### src/rtl/ptWalkPkg.sv
package ptWalkPkg;
  localparam int VA_W   = 14;
  localparam int OFF_W  = 6;
  localparam int IDX_W  = 4;
  localparam int VPN_W  = VA_W - OFF_W;
  localparam int PFN_W  = 12;
  localparam int PERM_W = 3;
  localparam int ENT_W  = PFN_W + PERM_W + 1;
  localparam int PA_W   = PFN_W + OFF_W;

  typedef enum logic [1:0] {ACC_READ = 2'd0, ACC_WRITE = 2'd1, ACC_EXEC = 2'd2, ACC_NONE = 2'd3} acc_e;
  typedef enum logic [1:0] {FLT_NONE = 2'd0, FLT_DIR = 2'd1, FLT_TBL = 2'd2, FLT_PROT = 2'd3} flt_e;

  typedef struct packed {
    logic capReq;
    logic selPte;
    logic latchPde;
    logic tlbIns;
    logic rspLoad;
    flt_e rspCode;
  } ctrl_t;

  function automatic logic permOk(input logic [PERM_W-1:0] perm, input acc_e acc);
    case (acc)
      ACC_READ:  return perm[0];
      ACC_WRITE: return perm[1];
      ACC_EXEC:  return perm[2];
      default:   return 1'b0;
    endcase
  endfunction
endpackage

### src/rtl/ptWalkTlb.sv
module ptWalkTlb
  import ptWalkPkg::*;
#(
  parameter int ENTRIES = 4
) (
  input  logic              clk,
  input  logic              rstN,
  input  logic              flush,
  input  logic [VPN_W-1:0]  lookVpn,
  input  logic              ins,
  input  logic [VPN_W-1:0]  insVpn,
  input  logic [PFN_W-1:0]  insPfn,
  input  logic [PERM_W-1:0] insPerm,
  output logic              hit,
  output logic [PFN_W-1:0]  hitPfn,
  output logic [PERM_W-1:0] hitPerm
);
  localparam int PTR_W = (ENTRIES > 1) ? $clog2(ENTRIES) : 1;

  logic [ENTRIES-1:0] vld;
  logic [ENTRIES-1:0] match;
  logic [VPN_W-1:0]   vpnQ  [ENTRIES];
  logic [PFN_W-1:0]   pfnQ  [ENTRIES];
  logic [PERM_W-1:0]  permQ [ENTRIES];
  logic [PTR_W-1:0]   ptr;

  for (genvar g = 0; g < ENTRIES; g++) begin : g_cmp
    assign match[g] = vld[g] && (vpnQ[g] == lookVpn);
  end

  always_comb begin
    hit     = |match;
    hitPfn  = '0;
    hitPerm = '0;
    for (int i = 0; i < ENTRIES; i++) begin
      if (match[i]) begin
        hitPfn  = hitPfn | pfnQ[i];
        hitPerm = hitPerm | permQ[i];
      end
    end
  end

  always_ff @(posedge clk) begin
    if (!rstN) begin
      vld <= '0;
      ptr <= '0;
    end else if (flush) begin
      vld <= '0;
    end else if (ins) begin
      vld[ptr] <= 1'b1;
      ptr      <= (ptr == PTR_W'(ENTRIES - 1)) ? '0 : ptr + 1'b1;
    end
  end

  always_ff @(posedge clk) begin
    if (ins && !flush) begin
      vpnQ[ptr]  <= insVpn;
      pfnQ[ptr]  <= insPfn;
      permQ[ptr] <= insPerm;
    end
  end
endmodule

### src/rtl/ptWalkDatapath.sv
module ptWalkDatapath
  import ptWalkPkg::*;
#(
  parameter int TLB_ENTRIES = 4
) (
  input  logic             clk,
  input  logic             rstN,
  input  ctrl_t            ctl,
  input  logic             flush,
  input  logic [VA_W-1:0]  reqVaddr,
  input  logic [1:0]       reqAccess,
  input  logic [PA_W-1:0]  dirBase,
  input  logic [ENT_W-1:0] memData,
  output logic [PA_W-1:0]  memAddr,
  output logic             tlbHit,
  output logic             hitOk,
  output logic             entValid,
  output logic             entPermOk,
  output logic             rspValid,
  output logic [PA_W-1:0]  rspPaddr,
  output logic [1:0]       rspFault
);
  logic [VA_W-1:0]   vaReg;
  acc_e              accReg;
  logic [PFN_W-1:0]  pdePfn;
  logic [PFN_W-1:0]  hitPfn;
  logic [PERM_W-1:0] hitPerm;
  logic [IDX_W-1:0]  dirIdx;
  logic [IDX_W-1:0]  tblIdx;
  logic [PA_W-1:0]   pdeAddr;
  logic [PA_W-1:0]   pteAddr;

  assign dirIdx  = vaReg[VA_W-1 -: IDX_W];
  assign tblIdx  = vaReg[OFF_W +: IDX_W];
  assign pdeAddr = dirBase + PA_W'({dirIdx, 2'b00});
  assign pteAddr = {pdePfn, {OFF_W{1'b0}}} + PA_W'({tblIdx, 2'b00});
  assign memAddr = ctl.selPte ? pteAddr : pdeAddr;

  assign entValid  = memData[0];
  assign entPermOk = permOk(memData[PERM_W:1], accReg);
  assign hitOk     = permOk(hitPerm, accReg);

  ptWalkTlb #(.ENTRIES(TLB_ENTRIES)) tlb_i (
    .clk     (clk),
    .rstN    (rstN),
    .flush   (flush),
    .lookVpn (vaReg[VA_W-1:OFF_W]),
    .ins     (ctl.tlbIns),
    .insVpn  (vaReg[VA_W-1:OFF_W]),
    .insPfn  (memData[ENT_W-1 -: PFN_W]),
    .insPerm (memData[PERM_W:1]),
    .hit     (tlbHit),
    .hitPfn  (hitPfn),
    .hitPerm (hitPerm)
  );

  always_ff @(posedge clk) begin
    if (!rstN) begin
      vaReg  <= '0;
      accReg <= ACC_READ;
      pdePfn <= '0;
    end else begin
      if (ctl.capReq) begin
        vaReg  <= reqVaddr;
        accReg <= acc_e'(reqAccess);
      end
      if (ctl.latchPde) pdePfn <= memData[ENT_W-1 -: PFN_W];
    end
  end

  always_ff @(posedge clk) begin
    if (!rstN) begin
      rspValid <= 1'b0;
      rspPaddr <= '0;
      rspFault <= FLT_NONE;
    end else begin
      rspValid <= ctl.rspLoad;
      if (ctl.rspLoad) begin
        rspFault <= ctl.rspCode;
        rspPaddr <= (ctl.rspCode == FLT_NONE) ? {hitPfn, vaReg[OFF_W-1:0]} : '0;
      end
    end
  end
endmodule

### src/rtl/ptWalkCtrl.sv
module ptWalkCtrl
  import ptWalkPkg::*;
(
  input  logic  clk,
  input  logic  rstN,
  input  logic  reqValid,
  input  logic  tlbHit,
  input  logic  hitOk,
  input  logic  memValid,
  input  logic  entValid,
  input  logic  entPermOk,
  output ctrl_t ctl,
  output logic  reqReady,
  output logic  memReq
);
  typedef enum logic [2:0] {S_IDLE, S_LOOK, S_DIR, S_TBL, S_RESP} state_e;
  state_e state, nextState;

  always_comb begin
    ctl       = '0;
    ctl.rspCode = FLT_NONE;
    nextState = state;
    reqReady  = 1'b0;
    memReq    = 1'b0;
    case (state)
      S_IDLE: begin
        reqReady = 1'b1;
        if (reqValid) begin
          ctl.capReq = 1'b1;
          nextState  = S_LOOK;
        end
      end
      S_LOOK: begin
        if (tlbHit) begin
          ctl.rspLoad = 1'b1;
          ctl.rspCode = hitOk ? FLT_NONE : FLT_PROT;
          nextState   = S_RESP;
        end else begin
          nextState = S_DIR;
        end
      end
      S_DIR: begin
        memReq = 1'b1;
        if (memValid) begin
          if (!entValid) begin
            ctl.rspLoad = 1'b1;
            ctl.rspCode = FLT_DIR;
            nextState   = S_RESP;
          end else begin
            ctl.latchPde = 1'b1;
            nextState    = S_TBL;
          end
        end
      end
      S_TBL: begin
        memReq     = 1'b1;
        ctl.selPte = 1'b1;
        if (memValid) begin
          if (!entValid) begin
            ctl.rspLoad = 1'b1;
            ctl.rspCode = FLT_TBL;
            nextState   = S_RESP;
          end else if (!entPermOk) begin
            ctl.rspLoad = 1'b1;
            ctl.rspCode = FLT_PROT;
            nextState   = S_RESP;
          end else begin
            ctl.tlbIns = 1'b1;
            nextState  = S_LOOK;
          end
        end
      end
      S_RESP:  nextState = S_IDLE;
      default: nextState = S_IDLE;
    endcase
  end

  always_ff @(posedge clk) begin
    if (!rstN) state <= S_IDLE;
    else       state <= nextState;
  end
endmodule

### src/rtl/ptWalkMmu.sv
module ptWalkMmu
  import ptWalkPkg::*;
#(
  parameter int TLB_ENTRIES = 4
) (
  input  logic        clk,
  input  logic        rstN,
  input  logic        reqValid,
  output logic        reqReady,
  input  logic [13:0] reqVaddr,
  input  logic [1:0]  reqAccess,
  output logic        rspValid,
  output logic [17:0] rspPaddr,
  output logic [1:0]  rspFault,
  input  logic [17:0] dirBase,
  input  logic        tlbFlush,
  output logic        memReq,
  output logic [17:0] memAddr,
  input  logic        memValid,
  input  logic [15:0] memData
);
  ctrl_t ctl;
  logic  tlbHit, hitOk, entValid, entPermOk;

  ptWalkCtrl ctrl_i (
    .clk       (clk),
    .rstN      (rstN),
    .reqValid  (reqValid),
    .tlbHit    (tlbHit),
    .hitOk     (hitOk),
    .memValid  (memValid),
    .entValid  (entValid),
    .entPermOk (entPermOk),
    .ctl       (ctl),
    .reqReady  (reqReady),
    .memReq    (memReq)
  );

  ptWalkDatapath #(.TLB_ENTRIES(TLB_ENTRIES)) dp_i (
    .clk       (clk),
    .rstN      (rstN),
    .ctl       (ctl),
    .flush     (tlbFlush),
    .reqVaddr  (reqVaddr),
    .reqAccess (reqAccess),
    .dirBase   (dirBase),
    .memData   (memData),
    .memAddr   (memAddr),
    .tlbHit    (tlbHit),
    .hitOk     (hitOk),
    .entValid  (entValid),
    .entPermOk (entPermOk),
    .rspValid  (rspValid),
    .rspPaddr  (rspPaddr),
    .rspFault  (rspFault)
  );
endmodule

### config.mk
export PLATFORM = sky130hd
export DESIGN_NAME = ptWalkMmu
export DESIGN_NICKNAME = d
export VERILOG_FILES = /design/src/rtl/ptWalkPkg.sv /design/src/rtl/ptWalkTlb.sv /design/src/rtl/ptWalkDatapath.sv /design/src/rtl/ptWalkCtrl.sv /design/src/rtl/ptWalkMmu.sv
export SDC_FILE = /design/constraint.sdc
export NUM_CORES = 1
export LEC_CHECK = 0
export ABC_AREA = 0
export BUFFER_PORTS_ARGS = -buffer_cell sky130_fd_sc_hd__buf_2
export CORE_MARGIN = 2
export CORE_UTILIZATION = 40
export CTS_CLUSTER_DIAMETER = 120
export DETAILED_ROUTE_END_ITERATION = 10
export PLACE_DENSITY = 0.67
export SYNTH_ARGS = -nofsm -noshare
export SYNTH_HDL_FRONTEND = slang
export SYNTH_SLANG_ARGS = --single-unit
### constraint.sdc
create_clock -name clk -period 2.7 [get_ports clk]
set_input_delay 0 -clock clk [delete_from_list [all_inputs] [get_ports clk]]
set_output_delay 0 -clock clk [all_outputs]
set_load 0.01 [all_outputs]
Word-level counts from Yosys, hierarchy flattened
Memories as Yosys holds them, arrays and structs flattened.
Index checks and enable logic that the tools add are counted.
{"block": "op_classes", "add_sub_neg": 3, "muxes": 44, "bitwise": 9, "div": 0, "shift": 0, "eq_ne": 13, "reduce_logical": 15, "order_cmp": 2, "n_mul": 0}
{"cell": "2-to-1 mux 12 bit", "n": 4}
{"cell": "2-to-1 mux 3 bit", "n": 16}
{"cell": "adder 18 x 6 -> 18 bit", "n": 2}
{"cell": "2-to-1 mux 18 bit", "n": 2}
{"cell": "bitwise OR 12 bit", "n": 3}
{"cell": "equality test 8 bit", "n": 4}
{"cell": "2-to-1 mux 1 bit", "n": 14}
{"cell": "case mux 3 bit (4 select lines)", "n": 1}
{"cell": "bitwise OR 3 bit", "n": 3}
{"cell": "case mux 3 bit (3 select lines)", "n": 1}
{"cell": "equality test 3 x 2 -> 1 bit, second input constant", "n": 2}
{"cell": "logical AND 1 bit", "n": 6}
{"cell": "inequality test 2 bit, second input constant", "n": 3}
{"cell": "case mux 1 bit (3 select lines)", "n": 2}
{"cell": "equality test 2 bit, second input constant", "n": 2}
{"cell": "logical NOT 2 bit", "n": 2}
{"cell": "2-to-1 mux 2 bit", "n": 2}
{"cell": "2-to-1 mux 4 bit", "n": 1}
{"cell": "bitwise OR 4 bit", "n": 1}
{"cell": "OR reduction 2 bit", "n": 2}
{"cell": "OR reduction 4 bit", "n": 1}
{"cell": "equality test 3 x 1 -> 1 bit, second input constant", "n": 1}
{"cell": "logical NOT 3 bit", "n": 1}
{"cell": "< comparator 2 x 3 -> 1 bit, second input constant", "n": 1}
{"cell": "other kinds (8)", "n": 9}
{"block": "word_totals", "mem_count": 3, "mem_bits_rw": 92, "wordCells": 98, "regBits": 58, "latchBits": 0, "output_inout_bits": 41, "romBits": 0, "inputBits": 55}
{"name": "dp_i.tlb_i.pfnQ", "words": 4, "word_bits": 12, "rd": 4, "rd_clocked_by_memory_dff": 0, "write_ports": 1, "line_no": "ptWalkTlb.sv:23", "text": "logic [PFN_W-1:0] pfnQ [ENTRIES];"}
{"name": "dp_i.tlb_i.vpnQ", "words": 4, "word_bits": 8, "rd": 4, "rd_clocked_by_memory_dff": 0, "write_ports": 1, "line_no": "ptWalkTlb.sv:22", "text": "logic [VPN_W-1:0] vpnQ [ENTRIES];"}
{"name": "dp_i.tlb_i.permQ", "words": 4, "word_bits": 3, "rd": 4, "rd_clocked_by_memory_dff": 0, "write_ports": 1, "line_no": "ptWalkTlb.sv:24", "text": "logic [PERM_W-1:0] permQ [ENTRIES];"}

Logic depth before layout (Yosys ltp)
{"block": "depth", "depth_word": 15, "depth_mapped": 10, "mapped_depth_nobuf": 10}

Hierarchy
Synthesis repeated with hierarchy kept, for this count alone.
{"block": "unflattened", "cells_unflattened": 521, "hier_area_um2": 6591.3}
{"module": "ptWalkTlb", "cells_per_inst": 205, "area_each_um2": 3787.4, "instances": 1, "seq_area_each_um2": 2882.8}
{"module": "ptWalkDatapath", "cells_per_inst": 275, "area_each_um2": 2481.1, "instances": 1, "seq_area_each_um2": 980.9}
{"module": "ptWalkCtrl", "cells_per_inst": 41, "area_each_um2": 322.8, "instances": 1, "seq_area_each_um2": 60.1}

Worst setup path after synthesis
No wires, ideal clock.
{"block": "synth_path", "path_kind": "register -> register", "start": "register ctrl_i.state[1]", "end": "memory dp_i.tlb_i.permQ[0][0] (enable)", "path_slack_ps": 231, "required_time_ps": 2318, "stages_incl_launch_ff": 7, "path_buffers": 1, "period_less_slack_ps": 2469, "t_arrival_ps": 2088, "setup_time_ps": 382, "path_cell_list": "dfxtp_1 clkbuf_1 nand2b_1 inv_1 nand2_1 nor4_2 and2_1"}
{"block": "synth_between", "elab_chain_len": 5}
{"item": "start, declared", "line_no": "ptWalkCtrl.sv:17", "text": "state_e state, nextState;"}
{"item": "start signal, assigned", "line_no": "ptWalkCtrl.sv:80", "text": "else state <= nextState;"}
{"item": "equality test 3 x 2 -> 1 bit", "line_no": "ptWalkCtrl.sv:25", "text": "case (state)"}
{"item": "2-to-1 mux 1 bit", "line_no": "ptWalkCtrl.sv:25"}
{"item": "logical AND 1 bit", "line_no": "ptWalkTlb.sv:56", "text": "if (ins && !flush) begin"}
{"item": "2-to-1 mux 1 bit", "line_no": "ptWalkTlb.sv:56"}
{"item": "2-to-1 mux 1 bit (not written as such)", "line_no": "ptWalkTlb.sv:59", "text": "permQ[ptr] <= insPerm;"}
{"item": "end, declared", "line_no": "ptWalkTlb.sv:24"}
No other way between the ends.

Worst setup path after layout
{"block": "layout_path", "start": "register dp_i.vaReg[10]", "end": "output memAddr[16]"}
{"block": "layout_between", "elab_chain_len": 2}
{"item": "start, declared", "line_no": "ptWalkDatapath.sv:23", "text": "logic [VA_W-1:0] vaReg;"}
{"item": "start signal, assigned", "line_no": "ptWalkDatapath.sv:64", "text": "vaReg <= reqVaddr;"}
{"item": "adder 18 x 6 -> 18 bit", "line_no": "ptWalkDatapath.sv:35", "text": "assign pdeAddr = dirBase + PA_W'({dirIdx, 2'b00});"}
{"item": "2-to-1 mux 18 bit", "line_no": "ptWalkDatapath.sv:37", "text": "assign memAddr = ctl.selPte ? pteAddr : pdeAddr;"}
{"item": "end, declared", "line_no": "ptWalkMmu.sv:18", "text": "output logic [17:0] memAddr,"}
No other way between the ends.

==> run summary <==
Commonest non-fill, non-tap cell in the layout -> buf_2
DIE HEIGHT -> 132 um
Post-Syn Nets -> 625
Via-to-Cell Ratio -> 5.07
Worst Hold Class -> input pin to flop
Drt total wl -> 15500 um
Worst vdd ir -> 0.000446 V
N_diodes -> 0
Fraction of the mapped netlist area in simple logic gates -> 13.0%
Distinct cells, synth -> 51
Setup_tns -> 0 ns
Worst hold path depth -> 4
Fill cells -> 1419
Flop2flop setup slack -> 0.19 ns
Root Buffer -> clkbuf_16
Slew Viols, Final -> 0
CTS clock-pin slew for the worst setup and hold paths -> 0.06 ns
Ratio of cells with drive above 1 in the final layout -> 25.7%
Nets@finish -> 764
Largest net degree at the start of global routing -> 39
DPL Wire Length -> 10500 um
Drt drc -> 0
Status -> finished clean
Number of antenna violations at the first check in global routing -> 0
Mux cell area share after synthesis -> 2.46%
Syn Std Cell Area -> 6550 sq um
GP Congestion -> 0.843
CTS H-tree depth -> 4
Element type at the critical path start -> flop
Core area -> 15900 sq um
Finished Cell Area -> 8390 sq um
Die area -> 17400 sq um
Part of the cycle the worst path needs -> 95.7%
XOR/XNOR Fraction of Synth Area -> 5.75%
Worst Path Class, Setup -> flop to output port
Tmin final -> 2.58 ns
Crit end category -> output port
Number of flops mapped to enable cells by yosys -> 92
DR iter-0 viols -> 366
Slew HR -> 55.5%
Syn avg cell area -> 11.7 sq um
Post-Syn Instances -> 561
Hold Vio Cnt, Final -> 0
Most frequent cells in the layout -> buf_2, edfxtp_1, nand2_1
Adder-Cell Fraction of Synth Area -> 1.83%
WP data arrival -> 2.58 ns
Worst Hold End -> ctrl_i.state[0]
Core Rows -> 46
Clock Skews -> 0.00731 ns
Maximum clock path buffer count -> 2
Synthesis Warnings -> 0
DR pass1 iterations -> 6
Top FF cell, synth -> edfxtp_1
Max_cap viols -> 0
RSZ-0062 raised after global routing -> true
Pleak -> 3.07 nW
Reg-to-reg startpoint -> dp_i.vaReg[10]
Num CTS Buffers -> 17
Vias -> 4706
Routed len/inst -> 16.7 um
Initial Util -> 41.1%
Die X -> 132 um
Pwr/cell area -> 657 nW/um^2
Dominant combinational cell family by area after synthesis -> simple AND/OR/NAND/NOR gates
Synth Area in Compound Gates -> 12.9%
Global route overflow -> 0
Post-route ant nets -> 0
Endpoints failing setup -> 0
Tot GR Track Use -> 18.6%
Sequential fraction of the synthesis area -> 59.9%
Port buffer count -> 95
First-pass GRT wire length -> 25200 um
Fraction of registers with async set/reset -> 0%
Fmax -> 0.387 GHz
Worst-margin pin slew -> 0.667 ns
# IOs -> 96
Reg2reg path depth -> 8
Number of global-route vias before repair -> 4786
HP Start -> memData[0]
CTS tree -> built
Critical path required time -> 2.70 ns
Util after Layout -> 52.6%
Clk_lat worst skew -> 0.42 ns
CTS Sinks -> 150
Placed inst area -> 7360 sq um
Largest fanout on the critical path -> 6
R2r endpoint -> dp_i.rspPaddr[2]
#FFs+latches synth -> 150
P&R area growth vs syn -> 28.1%
==> cell usage after synthesis (4+ instances only) <==
cell type  number  area, sq um
edfxtp_1       92         2760
nand2_1        69          259
dfxtp_1        58         1160
xnor2_1        31          272
inv_1          30          113
nor2_1         29          109
a22oi_1        25          188
a21oi_1        22          110
nor2b_1        19          119
clkbuf_1       18         67.6
a21boi_0       16          120
mux2i_1        15          150
nand3_1        12         60.1
xor2_1         12          105
buf_2          11         55.1
o32ai_2        10          163
ha_1            8          100
nand4_1         8         50.1
nor3_1          8         40.0
and2_1          7         43.8
and3_1          6         37.5
nand2b_1        6         37.5
o22ai_1         6         37.5
o2111ai_1       4         35.0
==> state kept, by name (all words and copies together) (netlist names), 3 cells and up <==
| register | flops |
|---|---|
| dp_i.tlb_i.permQ | 12 |
| dp_i.tlb_i.pfnQ | 48 |
| dp_i.pdePfn | 12 |
| dp_i.rspPaddr | 18 |
| dp_i.vaReg | 14 |
| ctrl_i.state | 3 |
| dp_i.tlb_i.vpnQ | 32 |
| dp_i.tlb_i.vld | 4 |
==> critical path, stage by stage (launching register included) <==
cell and delay, ns:
dfxtp_4 0.38, ha_4 0.16, inv_1 0.06, fa_2 0.36, nor2b_1 0.13, o21a_1 0.18, nor2_2 0.05, and3b_2 0.30
nand3_2 0.11, xor2_2 0.16, a21oi_2 0.11, buf_2 0.14
==> per-stage QoR <==
| step | power, W | instances | hold WS, ns | setup WS [ns] |
|---|---|---|---|---|
| floorplan | 0.00290 | 561 | 0.0989 | 0.231 |
| global placement | 0.00308 | 862 | 0.231 | 0.0592 |
| detailed placement | 0.00310 | 862 | 0.242 | -0.0433 |
| CTS | 0.00553 | 927 | 0.0948 | 0.00698 |
| global route | 0.00571 | 929 | 0.133 | -0.0376 |
| finish | 0.00551 | 929 | 0.115 | 0.117 |
==> final cells by class <==
type	count	area, sq um	area share (%)
Sequential cell	150	3930	46.9
Multi-Input combinational cell	348	2410	28.8
Timing Repair Buffer	153	1040	12.4
Clock buffer	25	527	6.28
Tap cell	216	270	3.22
Inverter	30	113	1.34
Clock inverter	7	90.1	1.07
==> worst max-delay path by stage <==
stage                    startpoint                     end
detailed placement   dp_i.vaReg[10]        dp_i.rspPaddr[1]
global route         dp_i.vaReg[10]             memAddr[12]
floorplan           ctrl_i.state[1]  dp_i.tlb_i.permQ[0][0]
global placement     dp_i.vaReg[10]        dp_i.rspPaddr[0]
finish               dp_i.vaReg[10]             memAddr[16]
CTS                  dp_i.vaReg[11]             memAddr[16]
==> metal layers <==
layer	vias to the layer above	track usage [%]	routed length, um
met2	162	29.2	7220
met1	2242	25.5	7150
li1	2287	-	-
met3	15	4.34	935
met4	0	6.16	201
met5	-	0	0
==> kinds of logic (layout without fill, tap and decap cells) <==
logic type      Yosys count  in the layout
xor+xnor                 43             43
compound gates          106            106
mux                      16             16
fa+ha+maj                 9              9
buf+inv                  63            215
flops                   150            150
simple gates            174            174
==> power by group <==
part	switching [W]	total (W)	leakage, nW	internal (W)
Clock	0.000880	0.00241	0.302	0.00153
Combinational	0.000314	0.000563	1.47	0.000249
Sequential	0.0000606	0.00253	1.31	0.00247
Total	0.00125	0.00551	3.07	0.00426
==> repair_timing <==
action	CTS	global route
gates resized for setup	7	11
buffers inserted	0	3
pin swaps	0	6
hold buffers	33	0
hold endpoints to repair	93	0
endpoints found under the setup margin	18	9
(Power assumes the default switching activity.)
